--- src/rtl/hdm_sel_pkg.sv ---
package hdm_sel_pkg;

    localparam int ADDR_W      = 64;
    localparam int WORD_W      = 32;
    localparam int PORT_W      = 8;
    localparam int COUNT_W     = 6;
    localparam int COMMIT_BIT  = 10;
    localparam int GRAN_LSB    = 0;
    localparam int WAYS_LSB    = 4;
    localparam int GRAN_BASE   = 8;
    localparam logic [WORD_W-1:0] LO_KEEP = 32'hF000_0000;

    typedef struct packed {
        logic              valid;
        logic              found;
        logic [PORT_W-1:0] port;
    } sel_res_t;

    // Encoded decoder count to number of decoders; unknown codes give zero.
    function automatic logic [COUNT_W-1:0] count_decode(input logic [3:0] enc);
        logic [COUNT_W-1:0] n;
        if (enc == 4'd0)
            n = 6'd1;
        else if (enc <= 4'd8)
            n = {1'b0, enc, 1'b0};
        else if (enc <= 4'd12)
            n = 6'd20 + {enc - 4'd9, 2'b00};
        else
            n = 6'd0;
        return n;
    endfunction

endpackage

--- src/rtl/hdm_window_match.sv ---
module hdm_window_match
    import hdm_sel_pkg::*;
(
    input  logic [ADDR_W-1:0] addr_i,
    input  logic [WORD_W-1:0] base_lo_i,
    input  logic [WORD_W-1:0] base_hi_i,
    input  logic [WORD_W-1:0] size_lo_i,
    input  logic [WORD_W-1:0] size_hi_i,
    output logic              hit_o
);

    logic [ADDR_W-1:0] base;
    logic [ADDR_W-1:0] size;
    logic [ADDR_W:0]   limit;

    always_comb begin
        base  = {base_hi_i, base_lo_i & LO_KEEP};
        size  = {size_hi_i, size_lo_i & LO_KEEP};
        limit = {1'b0, base} + {1'b0, size};
        hit_o = (addr_i >= base) && ({1'b0, addr_i} < limit);
    end

endmodule

--- src/rtl/hdm_way_pick.sv ---
module hdm_way_pick
    import hdm_sel_pkg::*;
(
    input  logic [ADDR_W-1:0] addr_i,
    input  logic [3:0]        gran_i,
    input  logic [3:0]        ways_i,
    input  logic [WORD_W-1:0] tgt_lo_i,
    input  logic [WORD_W-1:0] tgt_hi_i,
    output logic              ok_o,
    output logic [PORT_W-1:0] port_o
);

    logic [4:0] shamt;
    logic [2:0] granule;
    logic [2:0] mask;
    logic [2:0] way;

    always_comb begin
        shamt   = {1'b0, gran_i} + 5'(GRAN_BASE);
        granule = 3'(addr_i >> shamt);
        mask    = 3'((4'd1 << ways_i[1:0]) - 4'd1);
        way     = granule & mask;
        ok_o    = (ways_i <= 4'd3);
        if (!way[2])
            port_o = tgt_lo_i[{way[1:0], 3'b000} +: PORT_W];
        else
            port_o = tgt_hi_i[{way[1:0], 3'b000} +: PORT_W];
    end

endmodule

--- src/rtl/hdm_target_selector.sv ---
module hdm_target_selector
    import hdm_sel_pkg::*;
#(
    parameter int NUM_DEC = 4
) (
    input  logic                    clk,
    input  logic                    rst_n,
    input  logic                    lkp_valid_i,
    input  logic [63:0]             lkp_addr_i,
    input  logic [3:0]              cap_count_i,
    input  logic [NUM_DEC*32-1:0]   dec_base_lo_i,
    input  logic [NUM_DEC*32-1:0]   dec_base_hi_i,
    input  logic [NUM_DEC*32-1:0]   dec_size_lo_i,
    input  logic [NUM_DEC*32-1:0]   dec_size_hi_i,
    input  logic [NUM_DEC*32-1:0]   dec_ctrl_i,
    input  logic [NUM_DEC*32-1:0]   dec_tgt_lo_i,
    input  logic [NUM_DEC*32-1:0]   dec_tgt_hi_i,
    output logic                    res_valid_o,
    output logic                    res_found_o,
    output logic [7:0]              res_port_o
);

    localparam int IDX_W = (NUM_DEC > 1) ? $clog2(NUM_DEC) : 1;

    logic [COUNT_W-1:0] scan_n;
    logic [NUM_DEC-1:0] hit;
    logic [NUM_DEC-1:0] in_scope;
    logic               any_hit;
    logic [IDX_W-1:0]   sel_idx;
    logic [WORD_W-1:0]  sel_ctrl;
    logic [WORD_W-1:0]  sel_tgt_lo;
    logic [WORD_W-1:0]  sel_tgt_hi;
    logic               pick_ok;
    logic [PORT_W-1:0]  pick_port;
    sel_res_t           res_d;
    sel_res_t           res_q;

    assign scan_n = count_decode(cap_count_i);

    for (genvar g = 0; g < NUM_DEC; g++) begin : g_dec
        hdm_window_match u_win (
            .addr_i    (lkp_addr_i),
            .base_lo_i (dec_base_lo_i[g*WORD_W +: WORD_W]),
            .base_hi_i (dec_base_hi_i[g*WORD_W +: WORD_W]),
            .size_lo_i (dec_size_lo_i[g*WORD_W +: WORD_W]),
            .size_hi_i (dec_size_hi_i[g*WORD_W +: WORD_W]),
            .hit_o     (hit[g])
        );
        assign in_scope[g] = (COUNT_W'(g) < scan_n);
    end

    // Lowest in-scope index wins.
    always_comb begin
        any_hit = 1'b0;
        sel_idx = '0;
        for (int i = NUM_DEC - 1; i >= 0; i--) begin
            if (hit[i] && in_scope[i]) begin
                any_hit = 1'b1;
                sel_idx = IDX_W'(i);
            end
        end
        sel_ctrl   = dec_ctrl_i[sel_idx*WORD_W +: WORD_W];
        sel_tgt_lo = dec_tgt_lo_i[sel_idx*WORD_W +: WORD_W];
        sel_tgt_hi = dec_tgt_hi_i[sel_idx*WORD_W +: WORD_W];
    end

    hdm_way_pick u_pick (
        .addr_i   (lkp_addr_i),
        .gran_i   (sel_ctrl[GRAN_LSB +: 4]),
        .ways_i   (sel_ctrl[WAYS_LSB +: 4]),
        .tgt_lo_i (sel_tgt_lo),
        .tgt_hi_i (sel_tgt_hi),
        .ok_o     (pick_ok),
        .port_o   (pick_port)
    );

    always_comb begin
        res_d = '0;
        if (lkp_valid_i) begin
            res_d.valid = 1'b1;
            if (any_hit && sel_ctrl[COMMIT_BIT] && pick_ok) begin
                res_d.found = 1'b1;
                res_d.port  = pick_port;
            end
        end
    end

    always_ff @(posedge clk) begin
        if (!rst_n)
            res_q <= '0;
        else
            res_q <= res_d;
    end

    assign res_valid_o = res_q.valid;
    assign res_found_o = res_q.found;
    assign res_port_o  = res_q.port;

endmodule

--- config.mk ---
export PLATFORM = sky130hd
export DESIGN_NAME = hdm_target_selector
export DESIGN_NICKNAME = d
export VERILOG_FILES = /design/src/rtl/hdm_sel_pkg.sv /design/src/rtl/hdm_window_match.sv /design/src/rtl/hdm_way_pick.sv /design/src/rtl/hdm_target_selector.sv
export SDC_FILE = /design/constraint.sdc
export NUM_CORES = 1
export LEC_CHECK = 0
export BUFFER_PORTS_ARGS = -buffer_cell sky130_fd_sc_hd__buf_2
export CAP_MARGIN = 40
export CORE_AREA = 2 2 385 387
export CTS_BUF_LIST = sky130_fd_sc_hd__clkbuf_2
export DETAILED_ROUTE_END_ITERATION = 6
export DIE_AREA = 0 0 387 389
export GPL_TIMING_DRIVEN = 0
export PLACE_DENSITY_LB_ADDON = 0.12
export SLEW_MARGIN = 20
export SYNTH_ARGS = -nofsm -noshare
export SYNTH_HDL_FRONTEND = slang
export SYNTH_SLANG_ARGS = --single-unit
export TNS_END_PERCENT = 1
--- constraint.sdc ---
create_clock -name clk -period 20.7 [get_ports clk]
set_input_delay 3.105 -clock clk [delete_from_list [all_inputs] [get_ports clk]]
set_output_delay 3.105 -clock clk [all_outputs]
set_load 0.02 [all_outputs]
Yosys cells after proc, flatten, opt, wreduce, memory -nomap -nowiden
Cells that the tools add are included.
{ "op_classes": {"order_cmp": 15, "shifts": 7, "n_mux": 14, "reduce_logical": 13, "n_bitwise": 1, "addsub": 8} }
{ "op_table": {"columns": ["operator", "count"], "rows": [
  ["adder 64 x 64 -> 65 bit", 4],
  ["< comparator 64 x 65 -> 1 bit", 4],
  ["greater-or-equal comparator 64 bit", 4],
  ["variable part select 128 x 8 -> 32 bit", 2],
  ["variable part select 128 x 8 -> 11 bit", 1],
  ["variable part select 32 x 6 -> 8 bit", 2],
  ["right shift 64 x 5 -> 3 bit", 1],
  ["2-to-1 mux 6 bit", 3],
  ["< comparator 1 x 6 -> 1 bit, first input constant", 2],
  ["< comparator 2 x 6 -> 1 bit, first input constant", 2],
  ["logical AND 1 bit", 10],
  ["2-to-1 mux 10 bit", 1],
  ["2-to-1 mux 9 bit", 1],
  ["<= comparator 4 bit, second input constant", 2],
  ["2-to-1 mux 2 bit", 4],
  ["2-to-1 mux 8 bit", 1],
  ["adder 5 x 6 -> 6 bit, first input constant", 1],
  ["adder 4 x 4 -> 5 bit, second input constant", 1],
  ["<= comparator 4 x 2 -> 1 bit, second input constant", 1],
  ["logical NOT 4 bit", 1],
  ["2-to-1 mux 1 bit", 4],
  ["subtractor 4 bit, second input constant", 1],
  ["bitwise AND 3 bit", 1],
  ["AND reduction 3 bit", 1],
  ["3 further kinds", 3]
]} }
{ "word_totals": {"word_cells": 61, "inputBits": 967, "register_bits": 10, "output_inout_bits": 10} }

Logic depth before layout (Yosys ltp)
{ "logic_depth": {"word_depth": 19, "mapped_depth": 41, "depth_no_buf": 36} }

By module
A second synthesis with hierarchy kept.
{ "hier_totals": {"cells_unflattened": 2293, "area_unflattened_um2": 18144.9} }
{ "modules_own_cells": {"columns": ["module", "cells_each", "seq_area_each_um2", "area_per_inst_um2", "n_inst"], "rows": [
  ["hdm_window_match at g_dec[2].u_win ...", 457, 0.0, 3465.8, 2],
  ["hdm_window_match at g_dec[1].u_win", 498, 0.0, 3622.2, 1],
  ["hdm_window_match at g_dec[0].u_win", 463, 0.0, 3495.9, 1],
  ["hdm_target_selector", 290, 200.2, 2790.2, 1],
  ["hdm_way_pick", 128, 0.0, 1305.0, 1]
]} }

Worst setup path before layout
Ideal clock, no wire load.
{ "synth_timing": {"path_type": "input-to-reg", "startpoint": "input dec_base_lo_i[125]", "endpoint": "register res_q, in the netlist res_port_o[6]", "t_arrival_ps": 10765, "setup_time_ps": 103, "required_time_ps": 20597, "stages": 36, "path_slack_ps": 9832, "path_cell_list": "ha_1 a21o_1 a21oi_1 o21bai_1 a21oi_1 o21bai_1 a21oi_1 o21bai_1 a21oi_1 o21bai_1 a21oi_1 o21ai_0 o41ai_1 o31ai_1 o41ai_1 a21oi_1 or3b_2 nand3_1 ha_1 a21o_1 a21o_1 a21o_1 a211o_1 and4b_1 o21bai_1 o211ai_1 o21ai_0 a221oi_4 or4b_1 a211o_1 buf_2 nand3_1 buf_2 mux2i_1 o22ai_1 a2111oi_2"} }
{ "synth_via": {"elab_chain_len": 14, "word_cells_on_any_way": 28, "classes_between": "3 x add/sub; 3 x order compare; 7 x shift; 9 x mux; 1 x bitwise; 5 x reduce/logical"} }
{ "synth_rtl": {"columns": ["item", "line_no", "rtl"], "rows": [
  ["start, declared", "hdm_target_selector.sv:11", "input logic [NUM_DEC*32-1:0] dec_base_lo_i,"],
  ["adder 64 x 64 -> 65 bit", "hdm_window_match.sv:19", "limit = {1'b0, base} + {1'b0, size};"],
  ["< comparator 64 x 65 -> 1 bit", "hdm_window_match.sv:20", "hit_o = (addr_i >= base) && ({1'b0, addr_i} < limit);"],
  ["logical AND 1 bit *", "hdm_window_match.sv:20", null],
  ["logical AND 1 bit *", "hdm_target_selector.sv:57", "if (hit[i] && in_scope[i]) begin"],
  ["2-to-1 mux 2 bit (4 in a row)", "hdm_target_selector.sv:57", null],
  ["variable part select 128 x 8 -> 11 bit", "hdm_target_selector.sv:62", "sel_ctrl = dec_ctrl_i[sel_idx*WORD_W +: WORD_W];"],
  ["adder 4 x 4 -> 5 bit / left shift 1 x 2 -> 3 bit (equally long branches)", "hdm_way_pick.sv:19, hdm_way_pick.sv:21", null],
  ["right shift 64 x 5 -> 3 bit / subtractor 3 x 1 -> 3 bit (equally long branches)", "hdm_way_pick.sv:20, hdm_way_pick.sv:21", null],
  ["bitwise AND 3 bit", "hdm_way_pick.sv:22", "way = granule & mask;"],
  ["variable part select 32 x 6 -> 8 bit, on equally long branches", "hdm_way_pick.sv:25, hdm_way_pick.sv:27", null],
  ["2-to-1 mux 8 bit", "hdm_way_pick.sv:24", "if (!way[2])"],
  ["end signal, assigned", "hdm_target_selector.sv:92", "res_q <= res_d;"],
  ["end, declared", "hdm_target_selector.sv:36", "sel_res_t res_q;"]
]} }
Every way passes the cells marked *; elsewhere a longest branch is shown, timed or not.
A chain may end at the register's enable or synchronous reset.

Final worst setup path
{ "layout_timing": {"startpoint": "input dec_base_lo_i[125]", "endpoint": "register res_q, in the netlist res_port_o[5]"} }
Same word-level chain as after synthesis.

==> flow_summary.ini <==
[grt]
use_met3 = 0.0296
grt_pass1_vias = 20300
busiest_layer = met2
antenna_found_initial = 88
grt_pass1_wl_mm = 140
grt_max_degree = 11
grtUsageMet2 = 0.220
met1_usage = 0.167
grt_overflow = 0
grt.total_usage = 0.128

[setup_path]
cp_slowest_stage_delay_ns = 0.69
worstSetupEndpoint = res_port_o[5]
crit_arrival_ns = 14.09
crit_slowest_cell = o41ai_1
cp.required_ns = 20.90
startpoint_type = primary input
crit_top_cell = a21oi_1
critPathCaptureType = register
path_class = primary input to register
crit_fanout = 10
crit_start = dec_base_lo_i[125]

[logic_synthesis]
syn_area_um2 = 17100
ys_warn_count = 0
syn-num-nets = 3621
syn_avg_cell_area_um2 = 7.70
synthFlopType = dfxtp_1
ys_seq_elements = 10
async_flop_share = 0
synthTopCellsByArea = ha_1, mux2i_1, a21o_1, a21oi_1, inv_1
seq_area_frac_synth = 0.0117
yosysTopAreaCell = ha_1
synth_edf_count = 0
synthCells = 2220
synth.distinct_cells = 85
synth_top_area_share = 0.315

[cells_and_area]
drive_above_1_share = 0.267
post-route-util = 0.157
finalNonFillerCells = 4844
multi_input_area_um2 = 15900
area_growth_pct = 34.5
final_nets = 4298
fill_cells = 17000
seq_area_um2 = 200

[sta]
finalHoldViolations = 0
min_period_ns = 13.89
worst_slew_pin_slew_ns = 0.826
setup_viol = 0
slew_headroom = 0.449
fin_setup_tns_ns = 0
fmaxAchievable_ghz = 0.0720
rsz0062_at_grt = false
report.final.slew_viol_count = 0
finalCritPeriodShare = 0.671

[pwr]
ir_worst_vdd_mv = 0.0212
p_leak_nw = 11.3
powerDensity_nw_per_um2 = 42.7

[place]
dpl.cell_count = 4819
dpl.hpwl_mm = 93.2
place.gp.congestion = 0.807
port_buffers = 660

[clocking]
path_clk_slew_ns = 0.17
hold_buffers = 0
cts_setup_buffers = 0
clockBufferDepth = 2
cts.htree.levels = 1
ctsResizeCount = 0
cts_tree = built
cts_num_sinks = 10
cts_root_buf = clkbuf_2
cts_buffers = 3

[routing]
vias = 19300
drt_iter0_markers = 839
vias_per_cell = 3.99
postRouteAntennaNets = 0
drc = 0
wirelength_mm = 101
dr.pass1.iters = 5
wl_per_cell_um = 20.8

[floorplan]
coreArea_um2 = 147000
num_rows = 141
dieArea_um2 = 151000
start_util = 0.117
ioPinCount = 977
die_h_um = 389
die_width_um = 387

[outcome]
status = complete, no violations

[hold_path]
hp-class = primary input to register

[flow_run]
max_cap_viol_count = 0
## critical path, delay by kind of cell
family	cells	cell delay (ns)
AO/OA/AOI/OAI	23	6.45
XOR/XNOR	1	0.10
adder cells (fa/ha/maj)	2	0.58
buffers and inverters	6	1.43
multiplexers	1	0.47
AND/OR/NAND/NOR	8	1.91
## flip-flops by register name, indices dropped and copies added, names as in the netlist
signal / count
res_valid_o: 1
res_port_o: 8
res_found_o: 1
## cell usage in the layout (no fill, tap or decap), drive strengths merged, types with 13 or more instances in the layout
cell type	count
a31oi	20
o21a	31
a2111oi	15
a211oi	52
o2111ai	16
a221oi	16
mux2	37
and2	16
o211ai	26
xnor2	59
xor2	62
inv	207
nor3	49
nand2	106
a211o	15
and3	13
nor4	29
clkbuf	29
ha	430
buf	690
o21ai	102
nand3	53
nor2b	30
nor2	108
diode	18
o21bai	24
mux2i	137
nand4	44
nand2b	30
a21o	119
or3	16
or2	13
a21oi	175
## cell type report
type / count / share of cell area
buffer: 44 / 0.00969
clock buffer: 3 / 0.000653
antenna: 18 / 0.00196
clock inverter: 1 / 0.000163
multi-input combinational: 1959 / 0.692
timing repair buffer: 672 / 0.148
sequential: 10 / 0.00871
inverter: 207 / 0.0338
tap: 1930 / 0.105
## synthesized netlist by cell type (all sizes together), types with 13 or more instances
| master | number |
|---|---|
| inv | 207 |
| nand4 | 44 |
| clkbuf | 25 |
| nand2b | 30 |
| or2 | 13 |
| and3 | 13 |
| nor2 | 108 |
| or3 | 16 |
| a21o | 119 |
| nor2b | 30 |
| xor2 | 62 |
| o211ai | 26 |
| xnor2 | 59 |
| buf | 19 |
| mux2 | 37 |
| nand3 | 53 |
| o21ai | 102 |
| a221oi | 16 |
| nor4 | 29 |
| a211oi | 52 |
| mux2i | 137 |
| nand2 | 106 |
| a21oi | 175 |
| ha | 430 |
| a211o | 15 |
| o21a | 31 |
| nor3 | 49 |
| a31oi | 20 |
| and2 | 16 |
| a2111oi | 15 |
| o21bai | 24 |
| o2111ai | 16 |
## per-stage QoR
stage | total power, mW | setup WS [ns] | hold slack [ns] | instance area [um^2]
final | 0.982 | 6.81 | 3.01 | 23000
after global routing | 1.09 | 6.13 | 3.00 | 23000
after CTS | 1.00 | 6.75 | 2.98 | 22900
after detailed placement | 0.979 | 6.45 | 3.36 | 22900
after global placement | 0.982 | 5.31 | 3.36 | 22800
after floorplan | 0.635 | 9.83 | 3.24 | 17100
## cell families after synthesis
group / Yosys count / share of synthesized area
XOR/XNOR: 121 / 0.0620
buffers and inverters: 251 / 0.0585
multiplexers: 174 / 0.105
AND/OR/NAND/NOR: 531 / 0.160
flip-flops: 10 / 0.0117
AO/OA/AOI/OAI: 698 / 0.283
adder cells (fa/ha/maj): 435 / 0.320
## how the worst min path moves through the flow
stage,slack (ns),end,cells after the start,from
after global routing,3.00,res_valid_o,2,lkp_valid_i
final,3.01,res_valid_o,2,lkp_valid_i
after floorplan,3.24,res_valid_o,1,lkp_valid_i
after CTS,2.98,res_valid_o,2,lkp_valid_i
after global placement,3.36,res_valid_o,2,lkp_valid_i
after detailed placement,3.36,res_valid_o,2,lkp_valid_i
## metal layers
metal  wire length (um)  up-vias
met5                331        -
met4                965       56
met3               6420      104
met2              47200      487
met1              46100     8841
li1                   -     9848
## power breakdown
| part | internal [mW] | switching, mW | total [mW] |
|---|---|---|---|
| registers | 0.0214 | 0.00105 | 0.0225 |
| logic | 0.390 | 0.555 | 0.944 |
| clock network | 0.00419 | 0.0106 | 0.0148 |
No activity file was read; power rests on OpenSTA's default activity.
